[src/rtl/key_event_queue.sv]
module key_event_queue #(
  parameter int DEPTH  = 16,
  parameter int CODE_W = 7,
  localparam int AW    = $clog2(DEPTH)
) (
  input  logic            clk,
  input  logic            rst_n,
  input  logic            push_i,
  input  logic [CODE_W-1:0] push_code_i,
  input  logic            push_rel_i,
  input  logic            err_active_i,
  input  logic            ovf_err_i,
  input  logic            pop_i,
  output logic [CODE_W:0] pop_data_o,
  input  logic [AW:0]     peek_off_i,
  output logic [CODE_W:0] peek_data_o,
  input  logic            flush_i,
  output logic            key_event_o,
  output logic            ovf_pulse_o,
  output logic [AW:0]     level_o
);
  localparam int BW = CODE_W + 1;

  logic [BW-1:0] slots [DEPTH];
  logic [AW-1:0] start_q;
  logic [AW:0]   len_q;

  logic locked, full, pop_ok, push_try, push_ok;
  logic [AW-1:0] wr_idx, next_idx, peek_idx;

  assign locked   = err_active_i & ovf_err_i;
  assign full     = (len_q == (AW+1)'(DEPTH));
  assign pop_ok   = pop_i & (len_q > (AW+1)'(1)) & ~flush_i;
  assign push_try = push_i & ~locked & ~flush_i;
  assign push_ok  = push_try & (~full | pop_ok);

  assign wr_idx   = start_q + len_q[AW-1:0];
  assign next_idx = start_q + AW'(1);
  assign peek_idx = start_q + peek_off_i[AW-1:0];

  assign key_event_o = push_ok;
  assign ovf_pulse_o = push_try & full & ~pop_ok;
  assign level_o     = len_q;
  assign pop_data_o  = (len_q > (AW+1)'(1)) ? slots[next_idx] : '0;
  assign peek_data_o = (peek_off_i < len_q) ? slots[peek_idx] : '0;

  always_ff @(posedge clk) begin
    if (!rst_n) begin
      start_q <= '0;
      len_q   <= '0;
    end else if (flush_i) begin
      start_q <= '0;
      len_q   <= '0;
    end else begin
      if (pop_ok) start_q <= next_idx;
      len_q <= len_q + (AW+1)'(push_ok) - (AW+1)'(pop_ok);
    end
  end

  always_ff @(posedge clk) begin
    if (push_ok) slots[wr_idx] <= {push_rel_i, push_code_i};
  end
endmodule

[config.mk]
export PLATFORM = sky130hd
export DESIGN_NAME = key_event_queue
export DESIGN_NICKNAME = d
export VERILOG_FILES = /design/src/rtl/key_event_queue.sv
export SDC_FILE = /design/constraint.sdc
export NUM_CORES = 1
export LEC_CHECK = 0
export ABC_CLOCK_PERIOD_IN_PS = 7900
export BUFFER_PORTS_ARGS = -buffer_cell sky130_fd_sc_hd__clkbuf_2
export CAP_MARGIN = 0
export CORE_MARGIN = 2
export CORE_UTILIZATION = 45
export CTS_BUF_LIST = sky130_fd_sc_hd__clkbuf_4 sky130_fd_sc_hd__clkbuf_8 sky130_fd_sc_hd__clkbuf_16
export CTS_CLUSTER_SIZE = 40
export DETAILED_ROUTE_END_ITERATION = 10
export GPL_ROUTABILITY_DRIVEN = 0
export SYNTH_ARGS = -nofsm -noshare
export SYNTH_HDL_FRONTEND = slang
export SYNTH_SLANG_ARGS = --single-unit
[constraint.sdc]
create_clock -name clk -period 7.9 [get_ports clk]
set_input_delay 0.395 -clock clk [delete_from_list [all_inputs] [get_ports clk]]
set_output_delay 0.395 -clock clk [all_outputs]
set_load 0.005 [all_outputs]
# Word level (Yosys, flattened, before mapping)

Memory sizes are Yosys's and may differ from the RTL's.
Cells that the tools add are included.
Widths: inputs -> output; s select.

Register bits: 9
RAM bits: 128
Memories kept: 1

Memory list:

| name  | words | width | read ports | clocked after memory_dff | write ports | line | text |
|---|---|---|---|---|---|---|---|
| slots | 16    | 8     | 2          | 0                        | 1           | 24   | `logic [BW-1:0] slots [DEPTH];` |

Add/sub/neg operators: 5
Magnitude comparators: 2
Equality and inequality tests: 1
Multiplexer cells: 4
Bitwise logic cells: 14
Reductions and logical operators: 1

Operators by type and width:

| operator            | count |
|---|---|
| $mux 8              | 2 |
| $add 4x4->4         | 2 |
| $and 1x1->1         | 8 |
| $add 5x1->5         | 1 |
| $eq 5x5->1 const B  | 1 |
| $gt 5x1->1 const B  | 1 |
| $lt 5x5->1          | 1 |
| $not 1->1           | 5 |
| $sub 5x1->5         | 1 |
| $add 4x1->4 const B | 1 |
| $mux 1              | 2 |
| $reduce_or 2->1     | 1 |
| $or 1x1->1          | 1 |

# Logic depth before layout (Yosys ltp)

Gate-level depths: netlist of run 1.

Depth in word-level cells: 7
Mapped depth: 14
Gate-level depth less buffers: 14

# Least setup slack after synthesis of run 1

No wires, ideal clock.

Path type: flip-flop to flip-flop
From: reg len_q[1], in the netlist level_o[1]
To: reg len_q[4], in the netlist level_o[4]
Setup time: 0.121 ns
Arrival time: 2.448 ns
Required time: 7.779 ns
Path slack: 5.331 ns
Stages on the path, launching flop included: 15
Buffers on the path: 0
Period minus slack after synthesis: 2.569 ns
Path through: dfxtp_1 > inv_1 > ha_1 > nand3b_1 > nand3_1 > nor2_1 > ha_1 > inv_1 > ha_1 > inv_1 > fa_1 > o21bai_1 > a21oi_1 > xnor2_1 > nor2_1

Cells in the longest elaborated chain, start to end: 7

Ends and longest elaborated chain:

| item                     | line | text |
|---|---|---|
| from (decl)              | 26   | `logic [AW:0] len_q;` |
| from (signal assigned)   | 56   | `len_q <= len_q + (AW+1)'(push_ok) - (AW+1)'(pop_ok);` |
| $gt 5x1->1               | 33   | `assign pop_ok = pop_i & (len_q > (AW+1)'(1)) & ~flush_i;` |
| $and 1x1->1 (2 in a row) | 33   |  |
| $or 1x1->1               | 35   | `assign push_ok = push_try & (~full \| pop_ok);` |
| $and 1x1->1              | 35   |  |
| $add 5x1->5              | 56   |  |
| $sub 5x1->5 (*)          | 56   |  |

Mark *: on every way between the ends. The rest lies on a longest branch, timed or not.
A chain may end at the register's enable or synchronous reset.

# Worst setup path after layout of run 1

From: reg start_q[0]
To: out peek_data_o[5]

Cells in the longest elaborated chain, start to end: 3

Ends and longest elaborated chain:

| item                   | line | text |
|---|---|---|
| from (decl)            | 25   | `logic [AW-1:0] start_q;` |
| from (signal assigned) | 55   | `if (pop_ok) start_q <= next_idx;` |
| $add 4x4->4            | 39   | `assign peek_idx = start_q + peek_off_i[AW-1:0];` |
| $mem_v2 16x8           | -    |  |
| $mux 8                 | 45   | `assign peek_data_o = (peek_off_i < len_q) ? slots[peek_idx] : '0;` |
| to (decl)              | 16   | `output logic [CODE_W:0] peek_data_o,` |

Every way passes these cells.

==> impl_metrics.toml, run 1 <==
[outcome]
status = "finished, final reports clean"

[min_path]
hold_depth = 2
hold_class = "input port to flip-flop"
holdPathEnd = "level_o[0]"
hp-start = "rst_n"

[clock_network]
clock_latency_ns = 0.41
clock-sinks = 137
cts_root_buf = "clkbuf_16"
postCtsSetupRepairBufs = 0
htree_levels = 4
cts_tree = "done"
cts.clk_slew.worst_paths_ns = 0.06
cts_made_buffers = 17
cts_hold_buf = 0
cts_resized = 0
clockBufferDepth = 2

[layout]
n_antenna_cell = 0
drive_gt1_share_pct = 24.6
fillCellCount = 1299
fin_area_mm2 = 0.00819
synthToLayoutAreaGrowth_pct = 15.9
instances_no_fill = 763
nets = 581
post-route-util_pct = 53.7

[placement]
dpl_worst_slack_ns = 3.61
dpl_cell_area_mm2 = 0.00760
portBuffers = 42
dpl.cell_count = 731
dp_hpwl_um = 11700

[power]
peakVddDrop_mv = 0.144
p_leak_nw = 2.92
power_density_mw_per_mm2 = 240
fin_total_pwr_mw = 1.97

[logic_synthesis]
yosysTopAreaCellShare_pct = 54.4
synth_nets = 528
ys.flop_type = "edfxtp_1"
syn_avg_cell_area_um2 = 14.5
ys_warn_count = 0
synth.most_common_cell = "edfxtp_1"
ys_top_cells_by_area = "edfxtp_1, mux2i_1, mux4_2"
synth-edff-count = 128
synth_common_cells = "edfxtp_1, mux2i_1, nand3_1"
syn_inst = 486
yosys.area.top_type = "edfxtp_1"
ys_ff_latch = 137
syn-cell-area_mm2 = 0.00707
yosysSeqAreaShare_pct = 56.9
ys_types = 36
async_flop_share_pct = 0

[die]
ioPinCount = 43
die_w_um = 129
core_mm2 = 0.0153
die-area_mm2 = 0.0167
start_util_pct = 46.3
die_height_um = 129
rows = 45

[global_route]
grtUsageTotal_pct = 22.4
antenna_found_initial = 0
grt_max_degree = 63
grt_pass1_vias = 4517
grt_pass1_wl_um = 26900
overflow = 0

[critical_path]
startpoint = "start_q[0]"
crit_fanout = 62
crit_path_end_kind = "output pin"
crit_type = "flip-flop to output pin"
regToRegSetupSlack_ns = 4.28
reg2reg_to = "slots[9][5]"
ff2ff_path_depth = 5
rr_startpoint = "start_q[0]"
worstPathArrival_ns = 4.41
start_kind = "flip-flop"
required_ns = 7.51

[routing]
drc = 0
drtAntennaViolNets = 0
firstDrtPassIters = 4
drtIter0Drc = 337
num_vias = 4611
wl_per_cell_um = 23.1
route.final.wire_length_um = 17600
via_per_inst = 6.04

[job]
drv_cap = 0

[sta]
clock.fmax_mhz = 208
min_period_ns = 4.81
rsz0062_at_grt = "no"
fin_crit_sh_pct = 60.9
slew_headroom_pct = 22.6
worstMarginPinSlew_ns = 1.16
setup_ws_ns = 3.09
tns_ns = 0
whs_ns = 0.233
slew_viol_final = 0
finClkSkew_ns = 0.00714
setup_viol = 0
hold_viol = 0
## worst max-delay path by stage
stage                           to  slack, ns
global placement    peek_data_o[5]       3.62
detailed placement  peek_data_o[5]       3.61
global route        peek_data_o[5]       2.90
floorplan               level_o[4]       5.33
finish              peek_data_o[5]       3.09
CTS                 peek_data_o[5]       3.11
## power breakdown
part           internal [mW]  switching, mW  total (mW)  leakage (nW)
registers              0.807         0.0172       0.824          1.23
logic                  0.144          0.203       0.347          1.41
clock network          0.501          0.296       0.796         0.293
## routing by layer
layer  routed length [µm]  track usage (%)  vias up
li1                     -                -     2053
met1                 8100             31.9     2389
met2                 8440             35.3      150
met3                  890             4.75       19
met4                  221             6.33        0
met5                    0                0        -
## flip-flops by register name, summed over array words and instances (netlist names)
register  cells
level_o       5
slots       128
start_q       4
## logic make-up (layout without fill, tap and decap cells)
family / count (synthesis) / after routing / synth area share [%]
compound gates: 31 / 31 / 2.89
flops: 137 / 137 / 56.9
mux: 112 / 112 / 21.9
fa+ha+maj: 22 / 22 / 4.21
xor+xnor: 16 / 16 / 2.09
simple gates: 124 / 124 / 9.45
buf+inv: 44 / 110 / 2.57
## layout make-up
class | count | area (µm²) | area share [%]
clock buffer | 19 | 440 | 5.37
clock inverter | 13 | 151 | 1.85
inverter | 15 | 56.3 | 0.687
multi-input combinational | 305 | 2890 | 35.3
sequential | 137 | 4030 | 49.1
tap | 211 | 264 | 3.22
timing repair buffer | 63 | 368 | 4.49
## placed cells by master, fill, tap and decap left out, types with 3 or more instances in the layout
master / n
a21oi_1: 6
nand3_1: 64
mux2i_1: 78
inv_1: 15
buf_4: 21
nand4_1: 18
bufinv_16: 3
nand4bb_1: 3
xor2_1: 7
clkbuf_16: 17
mux4_2: 34
dfxtp_1: 8
nand2_1: 3
o22ai_1: 16
edfxtp_1: 128
ha_1: 18
clkbuf_2: 42
nor2_1: 10
xnor2_1: 6
nor3_1: 16
clkinv_2: 4
and3_1: 3
## worst max-delay path, cell delays in order, from the launching register on
cell and delay [ns]:
dfxtp_2 1.03, ha_1 0.32, inv_1 0.06, fa_4 1.53, mux2i_1 0.19, nand3_1 0.13, nand4_1 0.16, o22ai_1 0.33
clkbuf_2 0.19
(Power assumes the default switching activity.)
==> run 2, diff against run 1 <==
--- a/config.mk
+++ b/config.mk
@@ -5,7 +5,7 @@
 export SDC_FILE = /design/constraint.sdc
 export NUM_CORES = 1
 export LEC_CHECK = 0
-export ABC_CLOCK_PERIOD_IN_PS = 7900
+export ABC_CLOCK_PERIOD_IN_PS = 4700
 export BUFFER_PORTS_ARGS = -buffer_cell sky130_fd_sc_hd__clkbuf_2
 export CAP_MARGIN = 0
 export CORE_MARGIN = 2
==> constraint.sdc (replaced) <==
create_clock -name clk -period 4.7 [get_ports clk]
set_input_delay 0.235 -clock clk [delete_from_list [all_inputs] [get_ports clk]]
set_output_delay 0.235 -clock clk [all_outputs]
set_load 0.005 [all_outputs]
==> run 2 against run 1 <==
Non-clock buffer count grew 4. Core utilization grew 0.44 points. Hold slack got worse by 0.17 ns. Critical path type unchanged. Die area stayed put. Clock-buffer cell count fell by 2. Largest cell class unchanged. Largest power group is now clock. Global-route usage rose by 1.3 points. Sequential power increased by 66%. Combinational power is 74% higher. Sequential cell count did not move.
==> impl_metrics.toml, run 2 (synthesis gave the netlist of run 1 again) <==
[layout]
seq_area_mm2 = 0.00403
fillCellCount = 1255
nets = 585
final_cell_mix = "edfxtp_1, mux2i_1, nand3_1"
largest_reg_flops = 128
top_register = "slots"
synthToLayoutAreaGrowth_pct = 16.9
n_antenna_cell = 0
drive_gt1_share_pct = 25.5
multiInputGateArea_mm2 = 0.00289
layout_commonest_cell = "edfxtp_1"

[critical_path]
crit_fanout = 44
crit_path_end_kind = "output pin"
cp.buffers_inverters = 3
path_cells = "inv_1, fa_4, buf_4, mux2i_1, nand3_1, nand4_1, o22ai_1, clkbuf_2"
worst_path_max_delay_cell = "fa_4"
crit_family = "adder cells"
slowest_delay_ns = 1.36
required_ns = 4.47
worstPathArrival_ns = 3.62
start_kind = "flip-flop"
crit_type = "flip-flop to output pin"

[outcome]
status = "finished, final reports clean"

[routing]
route.final.wire_length_um = 18600
firstDrtPassIters = 4
drc = 0
drtIter0Drc = 389
num_vias = 4602
via_per_inst = 6.00
wl_per_cell_um = 24.2
drtAntennaViolNets = 0

[clock_network]
htree_levels = 4
clockBufferDepth = 2
cts_tree = "done"
postCtsSetupRepairBufs = 0
cts_made_buffers = 17
cts_root_buf = "clkbuf_16"
cts_resized = 0
clock-sinks = 137
cts.clk_slew.worst_paths_ns = 0.06
clock_latency_ns = 0.43
cts_hold_buf = 0

[sta]
min_period_ns = 3.85
whs_ns = 0.0646
worstMarginPinSlew_ns = 1.09
hold_viol = 0
slew_headroom_pct = 27.3
rsz0062_at_grt = "no"
tns_ns = 0
setup_viol = 0
clock.fmax_mhz = 260
finClkSkew_ns = 0.00588
slew_viol_final = 0
fin_crit_sh_pct = 81.9

[global_route]
grtUsageTotal_pct = 23.7
grt_max_degree = 45
overflow = 0
grt_pass1_vias = 4621
antenna_found_initial = 1
grt_pass1_wl_um = 28100

[die]
die_w_um = 129
die-area_mm2 = 0.0167
rows = 45
ioPinCount = 43
start_util_pct = 46.3
core_mm2 = 0.0153
die_height_um = 129

[job]
drv_cap = 0

[power]
power_density_mw_per_mm2 = 411
p_leak_nw = 2.96
peakVddDrop_mv = 0.274

[placement]
portBuffers = 42
dp_hpwl_um = 12400

[min_path]
hold_class = "input port to flip-flop"
[run 2: final cells by class]
type | instances | area share [%]
repair buffers | 67 | 4.82
clock buffers | 17 | 5.15
multi-input cells | 305 | 35.0
inverters | 15 | 0.682
clock inverters | 15 | 2.47
flip-flops and latches | 137 | 48.7
well taps | 211 | 3.20
[run 2: per-layer routing]
metal / GRT usage, % / vias up / share of wire (%)
met3: 6.28 / 27 / 5.8
met1: 31.6 / 2377 / 43
li1: - / 2060 / -
met4: 7.61 / 2 / 2.0
met2: 38.3 / 136 / 49
met5: 0 / - / 0.086
[run 2: final timing paths]
check	start	to	slack (ns)	cells past startpoint
setup / recovery	start_q[1]	peek_data_o[4]	0.85	8
hold / removal	rst_n	level_o[0]	0.06	2
hold reg to reg	start_q[3]	start_q[3]	0.63	2
setup reg to reg	start_q[0]	slots[8][4]	1.65	6
[run 2: where the power goes]
group / total (mW) / switching, mW / internal, mW
clock network: 1.42 / 0.561 / 0.856
registers: 1.37 / 0.0162 / 1.36
logic: 0.604 / 0.359 / 0.244
total: 3.39 / 0.937 / 2.46
[run 2: through the flow]
stage | cells | instance area (µm²) | total power [mW] | utilization [%] | setup WS (ns)
2_1_floorplan | 486 | 7070 | 1.79 | - | 2.13
3_3_place_gp | 735 | 7630 | 1.99 | 50.0 | 1.44
3_5_place_dp | 735 | 7630 | 2.00 | 50.0 | 1.36
4_1_cts | 767 | 8260 | 3.41 | 54.1 | 0.901
5_1_grt | 767 | 8260 | 3.52 | 54.1 | 0.668
6_report | 767 | 8260 | 3.39 | 54.1 | 0.850
